### src/rtl/hz_pkg.sv
package hz_pkg;
  localparam int NUM_STG = 5;
  localparam int S_IF = 0;
  localparam int S_ID = 1;
  localparam int S_OF = 2;
  localparam int S_EX = 3;
  localparam int S_WB = 4;
endpackage

### src/rtl/hz_shadow_pipe.sv
module hz_shadow_pipe #(
  parameter int REG_W = 5,
  parameter int DEPTH = 2
) (
  input  logic                        clk,
  input  logic                        rst_n,
  input  logic                        in_valid,
  input  logic [REG_W-1:0]            in_dst,
  input  logic                        in_mem,
  input  logic [DEPTH-1:0]            kill,
  output logic [DEPTH-1:0]            vld_q,
  output logic [DEPTH-1:0][REG_W-1:0] dst_q,
  output logic                        head_mem_q
);
  logic [DEPTH-1:0]            vld_d;
  logic [DEPTH-1:0][REG_W-1:0] dst_d;
  logic                        head_mem_d;

  always_comb begin
    vld_d[0]   = in_valid & ~kill[0];
    dst_d[0]   = in_dst;
    head_mem_d = in_valid & ~kill[0] & in_mem;
    for (int k = 1; k < DEPTH; k++) begin
      vld_d[k] = vld_q[k-1] & ~kill[k];
      dst_d[k] = dst_q[k-1];
    end
  end

  for (genvar k = 0; k < DEPTH; k++) begin : g_slot
    always_ff @(posedge clk or negedge rst_n) begin
      if (!rst_n) begin
        vld_q[k] <= 1'b0;
        dst_q[k] <= '0;
      end else begin
        vld_q[k] <= vld_d[k];
        if (vld_d[k]) dst_q[k] <= dst_d[k];
      end
    end
  end

  always_ff @(posedge clk or negedge rst_n) begin
    if (!rst_n) head_mem_q <= 1'b0;
    else        head_mem_q <= head_mem_d;
  end
endmodule

### src/rtl/hz_raw_detect.sv
module hz_raw_detect #(
  parameter int REG_W = 5,
  parameter int NCHK  = 2
) (
  input  logic                       rd_valid,
  input  logic [REG_W-1:0]           src_a,
  input  logic [REG_W-1:0]           src_b,
  input  logic [NCHK-1:0]            wr_vld,
  input  logic [NCHK-1:0][REG_W-1:0] wr_dst,
  output logic                       hit
);
  logic [NCHK-1:0] match;

  for (genvar k = 0; k < NCHK; k++) begin : g_cmp
    logic ma, mb;
    assign ma = (src_a != '0) && (src_a == wr_dst[k]);
    assign mb = (src_b != '0) && (src_b == wr_dst[k]);
    assign match[k] = wr_vld[k] & (ma | mb);
  end

  assign hit = rd_valid & (|match);
endmodule

### src/rtl/hz_priority.sv
module hz_priority #(
  parameter int NUM_STG = 5,
  parameter int BR_STG  = 3,
  parameter int RAW_STG = 1,
  parameter int MEM_STG = 0
) (
  input  logic               flush_req,
  input  logic               raw_hit,
  input  logic               mem_busy,
  output logic [NUM_STG-1:0] hold,
  output logic [NUM_STG-1:0] bubble,
  output logic [NUM_STG-1:0] flush
);
  logic raw_win, mem_win;

  assign raw_win = ~flush_req & raw_hit;
  assign mem_win = ~flush_req & ~raw_hit & mem_busy;

  for (genvar i = 0; i < NUM_STG; i++) begin : g_stg
    localparam bit UP_RAW = (i <= RAW_STG);
    localparam bit UP_MEM = (i <= MEM_STG);
    localparam bit AT_RAW = (i == RAW_STG + 1);
    localparam bit AT_MEM = (i == MEM_STG + 1);
    localparam bit YOUNG  = (i < BR_STG);
    assign hold[i]   = (raw_win & UP_RAW) | (mem_win & UP_MEM);
    assign bubble[i] = (raw_win & AT_RAW) | (mem_win & AT_MEM);
    assign flush[i]  = flush_req & YOUNG;
  end
endmodule

### src/rtl/hz_stall_ctrl.sv
module hz_stall_ctrl #(
  parameter int REG_W = 5
) (
  input  logic               clk,
  input  logic               rst_n,
  input  logic               id_valid,
  input  logic [REG_W-1:0]   id_dst,
  input  logic [REG_W-1:0]   id_src_a,
  input  logic [REG_W-1:0]   id_src_b,
  input  logic               id_mem_rd,
  input  logic               id_mem_wr,
  input  logic               br_resolve,
  input  logic               br_taken,
  output logic [4:0]         stage_hold,
  output logic [4:0]         stage_bubble,
  output logic [4:0]         stage_flush
);
  import hz_pkg::*;

  localparam int DEPTH = S_EX - S_OF + 1;

  logic [DEPTH-1:0]            sh_vld;
  logic [DEPTH-1:0][REG_W-1:0] sh_dst;
  logic                        sh_mem;
  logic [DEPTH-1:0]            kill;
  logic                        raw_hit;
  logic                        mem_busy;
  logic                        flush_req;

  for (genvar k = 0; k < DEPTH; k++) begin : g_kill
    assign kill[k] = stage_flush[S_OF + k - 1] | stage_bubble[S_OF + k];
  end

  hz_shadow_pipe #(.REG_W(REG_W), .DEPTH(DEPTH)) u_shadow (
    .clk        (clk),
    .rst_n      (rst_n),
    .in_valid   (id_valid),
    .in_dst     (id_dst),
    .in_mem     (id_mem_rd | id_mem_wr),
    .kill       (kill),
    .vld_q      (sh_vld),
    .dst_q      (sh_dst),
    .head_mem_q (sh_mem)
  );

  hz_raw_detect #(.REG_W(REG_W), .NCHK(DEPTH)) u_raw (
    .rd_valid (id_valid),
    .src_a    (id_src_a),
    .src_b    (id_src_b),
    .wr_vld   (sh_vld),
    .wr_dst   (sh_dst),
    .hit      (raw_hit)
  );

  assign mem_busy  = sh_vld[0] & sh_mem;
  assign flush_req = br_resolve & br_taken;

  hz_priority #(
    .NUM_STG (NUM_STG),
    .BR_STG  (S_EX),
    .RAW_STG (S_ID),
    .MEM_STG (S_IF)
  ) u_prio (
    .flush_req (flush_req),
    .raw_hit   (raw_hit),
    .mem_busy  (mem_busy),
    .hold      (stage_hold),
    .bubble    (stage_bubble),
    .flush     (stage_flush)
  );
endmodule

### config.mk
export PLATFORM = sky130hd
export DESIGN_NAME = hz_stall_ctrl
export DESIGN_NICKNAME = d
export VERILOG_FILES = /design/src/rtl/hz_pkg.sv /design/src/rtl/hz_shadow_pipe.sv /design/src/rtl/hz_raw_detect.sv /design/src/rtl/hz_priority.sv /design/src/rtl/hz_stall_ctrl.sv
export SDC_FILE = /design/constraint.sdc
export NUM_CORES = 1
export LEC_CHECK = 0
export ABC_AREA = 1
export BUFFER_PORTS_ARGS = -buffer_cell sky130_fd_sc_hd__buf_2
export CORE_MARGIN = 8
export CORE_UTILIZATION = 50
export CTS_BUF_LIST = sky130_fd_sc_hd__clkbuf_8
export CTS_CLUSTER_SIZE = 12
export DETAILED_ROUTE_END_ITERATION = 10
export GPL_TIMING_DRIVEN = 0
export PLACE_DENSITY = 0.8
export SLEW_MARGIN = 15
export SYNTH_ARGS = -nofsm -noshare
export SYNTH_HDL_FRONTEND = slang
export SYNTH_HIERARCHICAL = 1
export SYNTH_SLANG_ARGS = --single-unit
export TNS_END_PERCENT = 50
### constraint.sdc
create_clock -name clk -period 4.5 [get_ports clk]
set_input_delay 0 -clock clk [delete_from_list [all_inputs] [get_ports clk]]
set_output_delay 0 -clock clk [all_outputs]
set_load 0.01 [all_outputs]
Word level (Yosys, flattened, before mapping):

Index checks and enable logic that the tools add are counted.

* register bits after elaboration: 13
* input bits: 22
* word-level logic and storage cells: 35

* equality and inequality tests: 4
* bitwise operators: 19
* reductions and logical operators: 7

Operators with widths (count)
* $eq 5x5->1: 4
* $and 1x1->1: 11
* $reduce_bool 5->1: 2
* $or 1x1->1: 5
* $logic_and 1x1->1: 4
* $not 1->1: 3
* $reduce_or 2->1: 1

Depth between registers and ports, before layout:

* depth in word-level cells: 11
* gate-level depth with buffers: 18
* gate-level depth less buffers: 17

Hierarchy:

The synthesis kept the hierarchy.

By module, submodules not included
* hz_shadow_pipe: times used 1, cells each 51, area an instance 485.5 µm²
* hz_raw_detect: times used 1, cells each 69, area an instance 356.6 µm²
* hz_priority: times used 1, cells each 21, area an instance 136.4 µm²
* hz_stall_ctrl: times used 1, cells each 13, area an instance 48.8 µm²

Least setup slack after synthesis:

No wires, ideal clock.

* kind: register to register
* start: reg u_shadow/dst_q[2] (netlist name)
* end: reg u_shadow/dst_q[0] (netlist name)
* arrival time: 1.605 ns
* setup slack: 2.830 ns
* cell stages (with the launch flop): 17
* buffers on the path: 1
* clock period less this slack: 1.670 ns
* cells stage by stage: dfrtp_1 -> xnor2_1 -> nand2_1 -> nor2_1 -> nand2_1 -> nand2_1 -> nand2_1 -> a21oi_2 -> nand2_1 -> inv_1 -> buf_4 -> inv_1 -> nand2_1 -> inv_1 -> nand2_2 -> nand2_1 -> nand2_1

* longest elaborated chain between the ends: 10
* elaborated cells between the ends (all ways): 12

RTL lines
* start, declared: line hz_shadow_pipe.sv:12 `output logic [DEPTH-1:0][REG_W-1:0] dst_q,`
* start signal, assigned by index: line hz_shadow_pipe.sv:36 `if (vld_d[k]) dst_q[k] <= dst_d[k];`
* $eq 5x5->1, on equally long branches: line hz_raw_detect.sv:16, hz_raw_detect.sv:17
* $logic_and 1x1->1, on equally long branches: line hz_raw_detect.sv:16, hz_raw_detect.sv:17
* $or 1x1->1 (*): line hz_raw_detect.sv:18 `assign match[k] = wr_vld[k] & (ma | mb);`
* $and 1x1->1 (*): line hz_raw_detect.sv:18
* $reduce_or 2->1 (*): line hz_raw_detect.sv:21 `assign hit = rd_valid & (|match);`
* $and 1x1->1 (*): line hz_raw_detect.sv:21
* named net raw_hit: line hz_stall_ctrl.sv:26 `logic raw_hit;`
* $and 1x1->1 (*): line hz_priority.sv:16 `assign raw_win = ~flush_req & raw_hit;`
* named net u_prio.raw_win: line hz_priority.sv:14 `logic raw_win, mem_win;`
* $or 1x1->1 (*): line hz_stall_ctrl.sv:31 `assign kill[k] = stage_flush[S_OF + k - 1] | stage_bubble[S_OF + k];`
* named net kill[0]: line hz_stall_ctrl.sv:25 `logic [DEPTH-1:0] kill;`
* $not 1->1 (*): line hz_shadow_pipe.sv:20 `vld_d[0] = in_valid & ~kill[0];`
* $and 1x1->1 (*): line hz_shadow_pipe.sv:20

Mark *: on every way through the listed nets, which the timed path passes. The rest lies on a longest branch.
A chain may end at the register's enable or synchronous reset.

Final worst setup path:

* start: reg u_shadow/dst_q[2] (netlist name)
* end: reg u_shadow/dst_q[2] (netlist name)

The elaborated chain is that of the path after synthesis.

==> flow_summary_export.csv <==
group,metric,value,unit
run_status,status,"complete, no violations",
layout,antenna_cells,0,
critical_path,crit_family,"simple AND/OR/NAND/NOR gates",
routing,wl,2.019,mm
floorplan,start_util,0.5290,
routing,wl_met1,868,µm
power_and_ir_drop,p_seq_frac,0.434,
layout,syn_to_final_growth,25.82,%
critical_path,worstPathMaxFanout,7,
floorplan,core-area,1942,µm²
critical_path,cp_data_required_time,4.67,ns
floorplan,die_h,61.33,µm
clock_network,cts_sinks,13,
critical_path,end_kind,"register",
critical_path,cp.depth,16,
power_and_ir_drop,p_comb_frac,0.297,
hold_path,hold_path.class,"in2reg",
layout,fin_area,1292,µm²
placement,placement.cell_area,1227,µm²
placement,port_buffers,28,
routing,dr_wl_met3,140,µm
critical_path,critPathSlowestCell,"dfrtp_1",
hold_path,holdPathStages,3,
clock_network,cts_tree,"built",
routing,wl_per_cell,9.095,µm
sta,fin_skew,0.001061,ns
synthesis,synthAdderAreaFrac,0,
critical_path,crit_type,"reg2reg",
power_and_ir_drop,clkPwrFrac,0.269,
power_and_ir_drop,internal_power,0.2479,mW
sta,setup_viol,0,
sta,min_period_over_period,0.4254,
sta,setup_tns,0,ns
critical_path,worst_path_most_repeated_cell,"nand2_1",
floorplan,design.portCount,37,
job,drv_cap,0,
routing,drc,0,
floorplan,rows,16,
synthesis,synth-simple-area-share,0.3410,
floorplan,fp.dieW,61.33,µm
clock_network,h-tree-depth,1,
synthesis,yosysWarningCount,6,
routing,ant_nets,0,
power_and_ir_drop,switching_share,0.3083,
synthesis,synthCells,154,
synthesis,synth_seq_area_share,0.3167,
sta,min_period,1.914,ns
clock_network,clockRootBuffer,"clkbuf_8",
power_and_ir_drop,switchingPower,0.1105,mW
routing,route.met2.wl,1.006,mm
synthesis,synthMuxAreaShare,0,
power_and_ir_drop,vdd_drop_max,0.2030,mV
critical_path,start_kind,"register",
synthesis,synth_compound_area_frac,0.008526,
placement,gp_congestion,0.8356,
sta,fmax,522.4,MHz
clock_network,hold_buffers,2,
routing,top_layer,"met4",
routing,dr.pass1.iters,4,
layout,final_cell_count_no_fill,222,
clock_network,cts_resized,0,
sta,finalMaxSlewViolations,0,
clock_network,postCtsSetupRepairBufs,0,
sta,hold_violations,0,
layout,layout-drive-gt1-share,0.2821,
clock_network,clkTransAtPathRegs,0.05,ns
synthesis,syn_avg_cell_area,6.670,µm²
placement,placed_cells,216,
global_route,grt_pass1_wl,3.456,mm
routing,vias_per_cell,4.212,
routing,drtIter0Drc,22,
critical_path,crit_chain,"xnor2_1, nand2_1, nor2_1, nand2_1, nand2_1, nand2_1, a21oi_2, nand2_1, inv_1, buf_4, inv_1, nand2_1, inv_1, nand2_2, nand2_1, nand2_1",
critical_path,critical_path_buf_inv_count,4,
routing,vias,935,
synthesis,synth_top_family_by_area,"simple AND/OR/NAND/NOR gates",
clock_network,clock_path_buffers,2,
global_route,grt-ovfl-total,0,
clock_network,cts_buffers,3,
synthesis,yosysUniqueCellTypes,15,
global_route,antenna_found_initial,0,
critical_path,critPathMaxStageDelay,0.44,ns
power_and_ir_drop,power_density,277.2,nW/µm²
critical_path,worstPathArrival,2.08,ns
layout,nets,218,
global_route,first_global_vias,859,
global_route,grtUsageTotal,0.1177,
placement,dp.final_hpwl,1.743,mm
synthesis,synthXorXnorAreaFrac,0.1364,
clock_network,clk_latency,0.23,ns
power_and_ir_drop,finalPower,0.3583,mW
critical_path,r2r_cells,16,
floorplan,dieArea,3761,µm²
layout,nFillCells,182,
power_and_ir_drop,p_leak,0.8135,nW
synthesis,netlist_area,1027,µm²
sta,rsz0062_at_grt,"no",
synthesis,synth_seq_cells,13,
global_route,grt_max_degree,14,
## path summary, 6_finish.rpt
path	start	endpoint	slack [ns]
setup / recovery	u_shadow/dst_q[2]	u_shadow/dst_q[2]	2.59
hold / removal	id_dst[1]	u_shadow/dst_q[1]	0.008
min in group asynchronous	rst_n	u_shadow/dst_q[7]	0.18
max in group asynchronous	rst_n	u_shadow/dst_q[4]	4.10
hold reg to reg	u_shadow/dst_q[8]	u_shadow/dst_q[8]	0.53
setup reg to reg	u_shadow/dst_q[2]	u_shadow/dst_q[2]	2.59
## power groups by stage
| stage | clock network [mW] | logic, mW | registers [mW] |
|---|---|---|---|
| 6_report | 0.0963 | 0.106 | 0.156 |
| 5_1_grt | 0.106 | 0.121 | 0.158 |
| 4_1_cts | 0.0981 | 0.108 | 0.156 |
| 3_5_place_dp | 0 | 0.106 | 0.157 |
| 3_3_place_gp | 0 | 0.103 | 0.156 |
| 2_1_floorplan | 0 | 0.0797 | 0.152 |
## cells by family (layout without fill, tap and decap cells)
family          count (synthesis)  count (layout)
other cells                     1               8
xor+xnor                       16              16
flops                          13              13
simple gates                   84              84
buf+inv                        39              73
compound gates                  1               1
## synth_stat cells
cell type  number  area share
nor2_2          2       0.012
nand3_1        11       0.054
nand2_1        54        0.20
inv_2           3       0.011
nand2_2         3       0.018
inv_1          22       0.080
xor2_1          5       0.043
or2_1           1      0.0061
a21oi_2         1      0.0085
xnor2_1        11       0.094
nor2_1         12       0.044
conb_1          1      0.0037
nand3_2         1      0.0097
buf_4          14        0.10
dfrtp_1        13        0.32
## area by class of cell
| type | count | area, µm² | share of cell area |
|---|---|---|---|
| plain buffers | 14 | 105.1 | 0.08132 |
| clock buffers | 3 | 41.29 | 0.03195 |
| clock inverters | 1 | 3.754 | 0.002904 |
| inverters | 25 | 93.84 | 0.07260 |
| multi-input cells | 109 | 529.3 | 0.4095 |
| flip-flops and latches | 13 | 325.3 | 0.2517 |
| well taps | 27 | 33.78 | 0.02614 |
| repair buffers | 30 | 160.2 | 0.1239 |
## placed cells by master (no fill, tap or decap)
cell	instances
nand3_2	1
nand2_2	3
dfrtp_1	13
nand2_1	54
nor2_2	2
a21oi_2	1
inv_2	3
xor2_1	5
xnor2_1	11
dlygate4sd3_1	2
nor2_1	12
conb_1	8
nand3_1	11
or2_1	1
inv_1	23
clkbuf_8	3
buf_4	14
buf_2	28
## through the flow
step,utilization,setup slack (ns),hold slack [ns]
finish,0.6656,2.586,0.007522
global route,0.6656,2.362,0.03389
CTS,0.6656,2.554,0.004629
detailed placement,0.6321,2.606,-0.1078
global placement,0.6321,2.663,-0.1144
floorplan,-,2.830,-0.2956
## registers in the layout, summed over array words and instances (netlist names)
signal and cells:
u_shadow/head_mem_q 1, u_shadow/dst_q 10, u_shadow/vld_q 2
## worst reg2reg max path, delay by kind of cell (launching register included)
kind | cells | cell delay [ns]
AO/OA/AOI/OAI | 1 | 0.19
XOR/XNOR | 1 | 0.18
buffers and inverters | 4 | 0.30
flip-flops | 1 | 0.44
AND/OR/NAND/NOR | 10 | 0.71
## layer usage
metal  GRT usage  up-vias
li1            -      510
met1      0.1276      404
met2      0.2209       19
met3     0.02714        2
met4     0.02990        0
met5           0        -
No activity file was read; power rests on OpenSTA's default activity.
